## src/rtl/pcnt_pkg.sv

```systemverilog
package pcnt_pkg;

   typedef enum logic {
      MODE_FUNC = 1'b0,
      MODE_TEST = 1'b1
   } pcnt_mode_e;

   function automatic pcnt_mode_e to_mode(input logic tm);
      return tm ? MODE_TEST : MODE_FUNC;
   endfunction

endpackage

```

## src/rtl/pcnt_seg.sv

```systemverilog
module pcnt_seg #(
   parameter int W = 8
) (
   input  logic         clk,
   input  logic         rst_n,
   input  logic         inc_i,
   input  logic         load_i,
   input  logic [W-1:0] load_val_i,
   output logic [W-1:0] q_o,
   output logic         max_o
);
   generate
      if (W < 1) begin : g_bad_w
         $error("pcnt_seg: W must be at least 1");
      end
   endgenerate

   logic [W-1:0] q_r;

   always_ff @(posedge clk or negedge rst_n) begin
      if (!rst_n)
         q_r <= '0;
      else if (load_i)
         q_r <= load_val_i;
      else if (inc_i)
         q_r <= q_r + 1'b1;
   end

   assign q_o   = q_r;
   assign max_o = &q_r;
endmodule

```

## src/rtl/pcnt_link.sv

```systemverilog
module pcnt_link
   import pcnt_pkg::*;
#(
   parameter int SEG_W   = 8,
   parameter int NUM_SEG = 2,
   localparam int UPR   = NUM_SEG - 1,
   localparam int TST_W = SEG_W * UPR
) (
   input  logic               test_mode,
   input  logic               count_en,
   input  logic [NUM_SEG-1:0] seg_max,
   input  logic [UPR-1:0]     tst_step,
   input  logic [UPR-1:0]     tst_load,
   input  logic [TST_W-1:0]   tst_data,
   output logic [NUM_SEG-1:0] seg_inc,
   output logic [NUM_SEG-1:0] seg_load,
   output logic [SEG_W*NUM_SEG-1:0] seg_val
);
   pcnt_mode_e   mode;
   logic [NUM_SEG-1:0] carry;

   assign mode     = to_mode(test_mode);
   assign carry[0] = count_en;

   // The low segment always runs on the functional enable and is never preset.
   assign seg_inc[0]          = count_en;
   assign seg_load[0]         = 1'b0;
   assign seg_val[SEG_W-1:0]  = '0;

   generate
      for (genvar k = 1; k < NUM_SEG; k++) begin : g_upper
         logic data_pass;
         // Ripple carry: segment k sees a carry when all lower segments are full.
         assign carry[k] = carry[k-1] & seg_max[k-1];
         // Data inhibit: the carry is blocked while in test mode.
         assign data_pass = (mode == MODE_FUNC) & carry[k];
         // Clock select: the functional carry or the tester step.
         assign seg_inc[k]  = (mode == MODE_TEST) ? tst_step[k-1] : data_pass;
         assign seg_load[k] = (mode == MODE_TEST) & tst_load[k-1];
         assign seg_val[(k+1)*SEG_W-1:k*SEG_W] = tst_data[k*SEG_W-1:(k-1)*SEG_W];
      end
   endgenerate
endmodule

```

## src/rtl/pcnt_obs.sv

```systemverilog
module pcnt_obs
   import pcnt_pkg::*;
#(
   parameter int W = 8
) (
   input  logic         test_mode,
   input  logic [W-1:0] seg_q,
   output logic [W-1:0] obs_q
);
   always_comb begin
      if (to_mode(test_mode) == MODE_TEST)
         obs_q = seg_q;
      else
         obs_q = '0;
   end
endmodule

```

## src/rtl/pcnt_top.sv

```systemverilog
module pcnt_top #(
   parameter int SEG_W   = 8,
   parameter int NUM_SEG = 2,
   localparam int CNT_W  = SEG_W * NUM_SEG,
   localparam int TST_W  = SEG_W * (NUM_SEG - 1)
) (
   input  logic               clk,
   input  logic               rst_n,
   input  logic               test_mode,
   input  logic               count_en,
   input  logic [NUM_SEG-2:0] tst_step,
   input  logic [NUM_SEG-2:0] tst_load,
   input  logic [TST_W-1:0]   tst_data,
   output logic [CNT_W-1:0]   cnt_q,
   output logic [SEG_W-1:0]   obs_q
);
   generate
      if (NUM_SEG < 2) begin : g_bad_seg
         $error("pcnt_top: NUM_SEG must be at least 2");
      end
      if (SEG_W < 1) begin : g_bad_w
         $error("pcnt_top: SEG_W must be at least 1");
      end
   endgenerate

   logic [NUM_SEG-1:0] seg_max;
   logic [NUM_SEG-1:0] seg_inc;
   logic [NUM_SEG-1:0] seg_load;
   logic [CNT_W-1:0]   seg_val;

   pcnt_link #(.SEG_W(SEG_W), .NUM_SEG(NUM_SEG)) u_link (
      .test_mode (test_mode),
      .count_en  (count_en),
      .seg_max   (seg_max),
      .tst_step  (tst_step),
      .tst_load  (tst_load),
      .tst_data  (tst_data),
      .seg_inc   (seg_inc),
      .seg_load  (seg_load),
      .seg_val   (seg_val)
   );

   generate
      for (genvar s = 0; s < NUM_SEG; s++) begin : g_seg
         pcnt_seg #(.W(SEG_W)) u_seg (
            .clk        (clk),
            .rst_n      (rst_n),
            .inc_i      (seg_inc[s]),
            .load_i     (seg_load[s]),
            .load_val_i (seg_val[(s+1)*SEG_W-1:s*SEG_W]),
            .q_o        (cnt_q[(s+1)*SEG_W-1:s*SEG_W]),
            .max_o      (seg_max[s])
         );
      end
   endgenerate

   pcnt_obs #(.W(SEG_W)) u_obs (
      .test_mode (test_mode),
      .seg_q     (cnt_q[SEG_W-1:0]),
      .obs_q     (obs_q)
   );
endmodule

```

## config.mk

```make
export PLATFORM = sky130hd
export DESIGN_NAME = pcnt_top
export DESIGN_NICKNAME = d
export VERILOG_FILES = /design/src/rtl/pcnt_pkg.sv /design/src/rtl/pcnt_seg.sv /design/src/rtl/pcnt_link.sv /design/src/rtl/pcnt_obs.sv /design/src/rtl/pcnt_top.sv
export SDC_FILE = /design/constraint.sdc
export NUM_CORES = 1
export LEC_CHECK = 0
export BUFFER_PORTS_ARGS = -buffer_cell sky130_fd_sc_hd__buf_2
export CELL_PAD_IN_SITES_DETAIL_PLACEMENT = 0
export CELL_PAD_IN_SITES_GLOBAL_PLACEMENT = 1
export CORE_MARGIN = 4
export CORE_UTILIZATION = 36
export CTS_BUF_LIST = sky130_fd_sc_hd__clkbuf_4 sky130_fd_sc_hd__clkbuf_8 sky130_fd_sc_hd__clkbuf_16
export DETAILED_ROUTE_END_ITERATION = 12
export PLACE_DENSITY_LB_ADDON = 0.1
export SETUP_SLACK_MARGIN = 0.15
export SLEW_MARGIN = 0
export SYNTH_ARGS = -nofsm -noshare
export SYNTH_HDL_FRONTEND = slang
export SYNTH_HIERARCHICAL = 1
export SYNTH_SLANG_ARGS = --single-unit
```

## constraint.sdc

```tcl
create_clock -name clk -period 1.9 [get_ports clk]
set_input_delay 0.285 -clock clk [delete_from_list [all_inputs] [get_ports clk]]
set_output_delay 0.285 -clock clk [all_outputs]
set_load 0.02 [all_outputs]
```

==> results of run 1 <==
-- timing repair --
action,CTS,global route
endpoints found under the setup margin,5,5
gates cloned,0,0
setup buffers,1,5
pin swaps,0,4
gates resized for setup,1,5
hold buffers,1,0
endpoints found under the hold margin,16,0
-- cell type report --
cell class              instances  area share [%]
multi-input cells              99            44.8
flip-flops and latches         16            30.0
repair buffers                 48            20.1
well taps                      31            2.88
clock buffers                   4            2.23
-- final timing paths --
check	startpoint	to	slack (ns)	cells past startpoint
min	tst_data[2]	g_seg[1].u_seg/q_o[2]$_DFFE_PN0P_	0.20	3
min reg2reg	g_seg[1].u_seg/q_o[7]$_DFFE_PN0P_	g_seg[1].u_seg/q_o[7]$_DFFE_PN0P_	0.61	2
min in group asynchronous	rst_n	g_seg[1].u_seg/q_o[5]$_DFFE_PN0P_	0.44	2
max in group asynchronous	rst_n	g_seg[0].u_seg/q_o[5]$_DFFE_PN0P_	1.16	2
max	g_seg[0].u_seg/q_o[1]$_DFFE_PN0P_	g_seg[1].u_seg/q_o[7]$_DFFE_PN0P_	0.21	8
max reg2reg	g_seg[0].u_seg/q_o[1]$_DFFE_PN0P_	g_seg[1].u_seg/q_o[7]$_DFFE_PN0P_	0.21	8
-- per-stage QoR --
step | hold slack (ns) | worst slack [ns] | util, % | std cells
6_report | 0.202 | 0.212 | 47.2 | 198
5_1_grt | 0.200 | 0.0858 | 47.2 | 198
4_1_cts | 0.198 | 0.168 | 45.2 | 193
3_5_place_dp | 0.235 | 0.108 | 43.4 | 187
3_3_place_gp | 0.228 | 0.190 | 43.4 | 187
2_1_floorplan | -0.0106 | 0.153 | - | 139
-- metal layers --
layer  track usage, %  wire (um)
met4             4.85         19
met5                0          0
met1             14.5       1050
met2             24.1       1340
met3             3.02        133
-- worst register-to-register path: stages (launching register included) --
cell     delay, ns
dfrtp_2       0.42
ha_4          0.15
nand3_1       0.06
nor2_1        0.08
nand2_1       0.09
o21ai_4       0.20
nand4_1       0.11
or4_1         0.41
nand3_1       0.10
-- where the power goes --
part,internal [W],total [W],switching [W]
registers,0.000392,0.000462,0.0000702
clock network,0.0000957,0.000203,0.000107
logic,0.000148,0.000353,0.000205
==> results by group, run 1 <==
Outcome
  – Outcome: complete, no violations

GRT
  – Antenna violations before repair: 0
  – GRT overflow: 0
  – Vias in the first global route: 955
  – Overall routing resource usage: 13.1%
  – First-pass GRT wire length: 4280 um
  – Largest net degree at the start of global routing: 20

Cells and area
  – ANT cells: 0
  – Layout area overhead: 21.1%
  – Max FFs per register: 16
  – Post-route cell area: 1350 um2
  – Storage element area: 404 um2
  – Share of layout cells above drive strength 1: 36.5%
  – Most frequent cells in the layout: buf_2, nand2_1, o21ai_0
  – Commonest non-fill, non-tap cell in the layout: buf_2
  – Layout Nets: 184
  – Area of the multi-input gates: 604 um2
  – Fillers: 294

Drt
  – Routed len/inst: 12.9 um
  – Routed Antenna Nets: 0
  – WL final: 2550 um
  – DR DRC count: 0
  – Vias per cell: 4.93
  – Router iterations before antenna repair: 4
  – Initial DRC Count: 39
  – Via count: 977

CTS
  – CTS tree: built
  – Clock buffer depth: 2
  – Worst-Skew Late Latency: 0.28 ns
  – CTS Buf Count: 3
  – Clk root buf: clkbuf_4
  – H-tree Lvls: 1
  – Clk slew on worst S/H paths: 0.09 ns
  – Clock sinks: 16

STA
  – RSZ-0062 raised after global routing: yes
  – Fin crit period: 1.69 ns
  – Final Setup Violations: 0
  – Setup_tns: 0 ns
  – Fmax: 592 MHz
  – Final slew viol count: 0
  – Final Hold Vio Count: 0
  – Period utilization: 88.8%
  – Setup Skew: 0.00173 ns

Place
  – GP Congestion: 0.763
  – DP HPWL: 1900 um
  – Post-DP Area: 1240 um2
  – I/O Buffers: 37

Worst hold path
  – Worst Hold Class: input pin to flop

Die
  – Die ar.: 4040 um2
  – IO Pins: 38
  – Die X: 63.6 um
  – Die height: 63.6 um
  – Starting Density: 39.0%
  – Core ar.: 2850 um2
  – Site Rows: 19

Critical path
  – CP Capture Type: flop
  – Worst path max stage delay: 0.42 ns
  – Crit path cell chain: ha_4, nand3_1, nor2_1, nand2_1, o21ai_4, nand4_1, or4_1, nand3_1
  – Worst path arrival time: 1.91 ns
  – Slowest CP cell: dfrtp_2
  – CP required: 2.12 ns
  – Crit Path Max Fanout: 4
  – CP startpoint kind: flop
  – Crit-path most repeated cell: nand3_1
  – Crit path max-delay family: simple AND/OR/NAND/NOR gates
  – WP buf/inv: 0
  – Critical path class: flop to flop

Logic synthesis
  – Synthesized area per cell: 8.49 um2
  – Synth Instances: 131
  – Synthesized area: 1110 um2
  – Yosys synthesis warning count: 6

Power
  – P per Cell Area: 755 nW/um2
  – Maximum VDD drop: 0.289 mV
  – Tot Pwr: 0.00102 W
  – Leakage: 0.629 nW

Job
  – Max-cap violations: 0
Power figures use the tool's default switching activity.
==> run 2, diff against run 1 <==
- CORE_ASPECT_RATIO: not set -> 0.5
- CORE_MARGIN: 4 -> 1
==> run 2 against run 1 <==
  * Sequential share of layout area down 0.29 points
  * Critical path type unchanged
  * Non-clock buffer count down 1
  * Worst setup slack better by 0.035 ns
  * Final cell count up 2.5%
  * Critical path depth up 1
  * Register-to-register slack better by 0.04 ns
  * First-iteration DRC count down 41%
  * Clock power up 51%
  * Global-route usage up 2.8 points
  * Clock skew up 0.0025 ns
  * Sequential power about the same
  * Die area down 18%
==> results by group, run 2 (synthesized netlist as in run 1, its figures left out) <==
Outcome
  – Outcome: complete, no violations

STA
  – RSZ-0062 raised after global routing: yes
  – Setup Skew: 0.00425 ns
  – Final slew viol count: 0
  – Fin crit period: 1.65 ns
  – Final Hold Vio Count: 0
  – Final Setup Violations: 0
  – Fmax: 605 MHz
  – Period utilization: 87.0%
  – Setup_tns: 0 ns

Worst hold path
  – Worst Hold Class: input pin to flop

Drt
  – WL final: 2320 um
  – Initial DRC Count: 23
  – Via count: 935
  – Router iterations before antenna repair: 4
  – DR DRC count: 0
  – Routed Antenna Nets: 0
  – Vias per cell: 4.61
  – Routed len/inst: 11.4 um

GRT
  – Overall routing resource usage: 15.9%
  – Most Crowded Layer GR: met2
  – Vias in the first global route: 852
  – GRT met2 Usage: 28.6%
  – GRT overflow: 0
  – First-pass GRT wire length: 3770 um
  – M3 GR Usage: 5.43%
  – Largest net degree at the start of global routing: 20
  – Met1 usage: 18.7%
  – Antenna violations before repair: 0

Power
  – Reg power frac: 41.8%
  – Switching Power: 0.000392 W
  – P per Cell Area: 813 nW/um2
  – Sw Ratio: 35.3%
  – Comb pwr share: 30.7%
  – Internal: 0.000717 W
  – Maximum VDD drop: 0.330 mV
  – Leakage: 0.622 nW
  – Tot Pwr: 0.00111 W
  – Clock power frac: 27.6%

Cells and area
  – ANT cells: 0
  – Most frequent cells in the layout: buf_2, nand2_1, o21ai_0
  – Layout area overhead: 22.7%
  – Post-route cell area: 1370 um2
  – Share of layout cells above drive strength 1: 34.9%
  – Max FFs per register: 16
  – Commonest non-fill, non-tap cell in the layout: buf_2
  – Layout Nets: 183

CTS
  – Clock sinks: 16
  – CTS Buf Count: 3
  – Clk root buf: clkbuf_8
  – Clk slew on worst S/H paths: 0.07 ns
  – Worst-Skew Late Latency: 0.25 ns
  – H-tree Lvls: 1
  – CTS tree: built
  – Clock buffer depth: 2

Place
  – Post-DP Area: 1250 um2
  – GP Congestion: 0.725
  – I/O Buffers: 37
  – DP HPWL: 1680 um

Die
  – IO Pins: 38
  – Starting Density: 40.2%
  – Site Rows: 13
  – Die height: 41.3 um
  – Die ar.: 3330 um2
  – Core ar.: 2770 um2
  – Die X: 80.6 um

Critical path
  – CP required: 2.09 ns
  – Crit Path Max Fanout: 5
  – CP startpoint kind: flop
  – CP Capture Type: flop
  – Critical path class: flop to flop
  – Worst path arrival time: 1.84 ns

Job
  – Max-cap violations: 0
[run 2: path summary, 6_finish.rpt]
kind	cells past startpoint	slack, ns	endpoint	from
setup / recovery	9	0.25	g_seg[1].u_seg/q_o[7]$_DFFE_PN0P_	g_seg[0].u_seg/q_o[0]$_DFFE_PN0P_
hold / removal	3	0.23	g_seg[1].u_seg/q_o[6]$_DFFE_PN0P_	tst_data[6]
setup reg to reg	9	0.25	g_seg[1].u_seg/q_o[7]$_DFFE_PN0P_	g_seg[0].u_seg/q_o[0]$_DFFE_PN0P_
hold reg to reg	2	0.59	g_seg[1].u_seg/q_o[7]$_DFFE_PN0P_	g_seg[1].u_seg/q_o[7]$_DFFE_PN0P_
max in group asynchronous	2	1.13	g_seg[0].u_seg/q_o[0]$_DFFE_PN0P_	rst_n
min in group asynchronous	2	0.48	g_seg[1].u_seg/q_o[4]$_DFFE_PN0P_	rst_n
[run 2: critical path: stages, from the launching register on]
cell,delay (ns)
dfrtp_2,0.38
ha_4,0.15
nand3_2,0.05
nor2_1,0.08
nand2_1,0.05
o21ai_1,0.11
buf_4,0.14
nand4_1,0.11
or4_1,0.41
nand3_1,0.09
[run 2: per-layer routing]
metal | vias up | part of all wire (%) | routed length (um)
met2 | 24 | 44 | 1030
met4 | 0 | 0.90 | 21
met3 | 2 | 6.9 | 161
met1 | 419 | 48 | 1110
met5 | - | 0 | 0
li1 | 490 | - | -
[run 2: power by group through the flow]
stage	clock [W]	sequential, W	combinational, W
finish	0.000306	0.000463	0.000340
global route	0.000332	0.000474	0.000382
CTS	0.000317	0.000459	0.000336
detailed placement	0	0.000472	0.000316
global placement	0	0.000472	0.000316
floorplan	0	0.000528	0.000163
[run 2: per-stage QoR]
step,setup slack [ns],std cells,hold WS (ns),utilization (%)
final,0.247,203,0.234,49.4
after global routing,0.112,203,0.237,49.4
after CTS,0.165,200,0.231,48.0
after detailed placement,0.127,193,0.229,45.1
after global placement,0.184,193,0.229,45.1
after floorplan,0.153,139,-0.0106,-
[run 2: area by class of cell]
type,count,area [um2]
fill,292,1400
multi-input combinational,99,596
sequential,16,405
timing repair buffer,47,263
clock buffer,4,55.1
tap,37,46.3
[run 2: timing repair]
| action | CTS | global route |
|---|---|---|
| setup buffers | 2 | 3 |
| gates resized for setup | 0 | 4 |
| endpoints found under the setup margin | 2 | 3 |
| hold endpoints to repair | 16 | 0 |
| hold buffers | 1 | 0 |
==> run 3, diff against run 2 <==
- REMOVE_ABC_BUFFERS: not set -> 1
==> run 3 against run 2 <==
  * Combinational power barely moved
  * First-iteration DRC count did not move
  * Sequential power fell by 2%
  * Global-route usage fell by 0.077 points
  * Core utilization fell by 0.14 points
  * Power fell by 0.55%
  * Via count rose by 0.96%
  * Count of clock-buffer cells in the layout did not move
  * Clock power barely moved
  * Fmax fell by 3.1%
  * Die area did not move
  * Non-clock buffer count did not move
  * Critical path type unchanged
  * Critical endpoint unchanged
  * Largest power group unchanged
  * Highest routed layer unchanged
==> results by group, run 3 (synthesized netlist as in run 1, its figures left out) <==
Outcome
  – Outcome: complete, no violations

Place
  – DP HPWL: 1680 um
  – Worst slack at placement: 0.155 ns
  – I/O Buffers: 37
  – Dpl cells: 195
  – GP Congestion: 0.703

Worst hold path
  – Worst Hold Class: input pin to flop

Power
  – Leakage: 0.631 nW
  – Maximum VDD drop: 0.307 mV
  – P per Cell Area: 810 nW/um2

Drt
  – Router iterations before antenna repair: 4
  – Routed len/inst: 11.5 um
  – Routed Antenna Nets: 0
  – WL final: 2330 um
  – Initial DRC Count: 23
  – Via count: 944
  – DR DRC count: 0
  – Vias per cell: 4.65

GRT
  – Largest net degree at the start of global routing: 20
  – First-pass GRT wire length: 3690 um
  – Vias in the first global route: 810
  – GRT overflow: 0
  – Antenna violations before repair: 0
  – Overall routing resource usage: 15.8%

Cells and area
  – Layout area overhead: 22.4%
  – Core Util, Final: 49.2%
  – Commonest non-fill, non-tap cell in the layout: buf_2
  – Most frequent cells in the layout: buf_2, nand2_1, dfrtp_1
  – Non-Filler Instances: 203
  – Share of layout cells above drive strength 1: 34.3%
  – Layout Nets: 183
  – Fillers: 302
  – Max FFs per register: 16
  – ANT cells: 0

Critical path
  – CP startpoint kind: flop
  – Slowest CP cell: or4_1
  – Worst path max stage delay: 0.41 ns
  – Crit path cell chain: ha_2, nand3_2, nor2_2, nand2_2, o21ai_4, nand4_1, or4_1, nand3_1
  – CP Capture Type: flop
  – WP buf/inv: 0
  – Crit path max-delay family: simple AND/OR/NAND/NOR gates
  – CP required: 2.09 ns
  – Worst path arrival time: 1.89 ns
  – Critical path class: flop to flop
  – Crit Path Max Fanout: 4

STA
  – Setup_tns: 0 ns
  – Period utilization: 89.8%
  – Final Hold Vio Count: 0
  – RSZ-0062 raised after global routing: yes
  – Setup Skew: 0.00481 ns
  – Final Setup Violations: 0
  – Fin Hold WS: 0.232 ns
  – Final slew viol count: 0
  – Final WS setup: 0.194 ns
  – Fmax: 586 MHz
  – Fin crit period: 1.71 ns

Die
  – IO Pins: 38
  – Starting Density: 40.2%
  – Core ar.: 2770 um2
  – Die ar.: 3330 um2
  – Die X: 80.6 um
  – Die height: 41.3 um
  – Site Rows: 13

CTS
  – CTS Buf Count: 3
  – H-tree Lvls: 1
  – Clk slew on worst S/H paths: 0.07 ns
  – CTS tree: built
  – Clk root buf: clkbuf_8
  – Clock sinks: 16
  – Worst-Skew Late Latency: 0.25 ns
  – Clock buffer depth: 2

Job
  – Max-cap violations: 0
## run 3: worst reg2reg max path, stage by stage, from the launching register on
cell and delay [ns]:
dfrtp_1 0.35, ha_2 0.20, nand3_2 0.07, nor2_2 0.13, nand2_2 0.08, o21ai_4 0.20, nand4_1 0.12, or4_1 0.41
nand3_1 0.09
## run 3: area by class of cell
cell class	count	area, um2	share of cell area [%]
tap	37	46.3	3.40
multi-input combinational	99	593	43.6
sequential	16	400	29.4
clock buffer	4	55.1	4.04
timing repair buffer	47	267	19.6
## run 3: worst paths after layout
check                                             startpoint                                end  slack, ns  depth (start not counted)
hold reg to reg            g_seg[1].u_seg/q_o[7]$_DFFE_PN0P_  g_seg[1].u_seg/q_o[7]$_DFFE_PN0P_       0.57                          2
setup / recovery           g_seg[0].u_seg/q_o[0]$_DFFE_PN0P_  g_seg[1].u_seg/q_o[7]$_DFFE_PN0P_       0.19                          8
hold / removal                                   tst_data[6]  g_seg[1].u_seg/q_o[6]$_DFFE_PN0P_       0.23                          3
min in group asynchronous                              rst_n  g_seg[1].u_seg/q_o[5]$_DFFE_PN0P_       0.48                          2
setup reg to reg           g_seg[0].u_seg/q_o[0]$_DFFE_PN0P_  g_seg[1].u_seg/q_o[7]$_DFFE_PN0P_       0.19                          8
max in group asynchronous                              rst_n  g_seg[0].u_seg/q_o[4]$_DFFE_PN0P_       1.13                          2
## run 3: report_power, final
part / internal (W) / leakage, nW / total [W] / switching [W]
sequential: 0.000391 / 0.195 / 0.000456 / 0.0000653
combinational: 0.000141 / 0.408 / 0.000342 / 0.000201
clock: 0.000184 / 0.0288 / 0.000305 / 0.000121
total: 0.000716 / 0.631 / 0.00110 / 0.000387
## run 3: metal layers
layer / vias to the layer above / track usage, % / routed length, um
met2: 20 / 28.2 / 1020
met1: 427 / 18.4 / 1160
met5: - / 0 / 0
li1: 495 / - / -
met4: 0 / 6.70 / 21
met3: 2 / 5.43 / 122
## run 3: per-stage QoR
stage / total power [W] / instance area (um2)
2_1_floorplan: 0.000649 / 970
3_3_place_gp: 0.000789 / 1250
3_5_place_dp: 0.000790 / 1250
4_1_cts: 0.00111 / 1320
5_1_grt: 0.00118 / 1360
6_report: 0.00110 / 1360
## run 3: timing repair
item                                    CTS  global route
cloned                                    0             0
resized for setup                         1             8
hold buffers                              1             0
buffers inserted                          0             3
hold endpoints to repair                 16             0
endpoints found under the setup margin    2             5
pin swaps                                 0             5
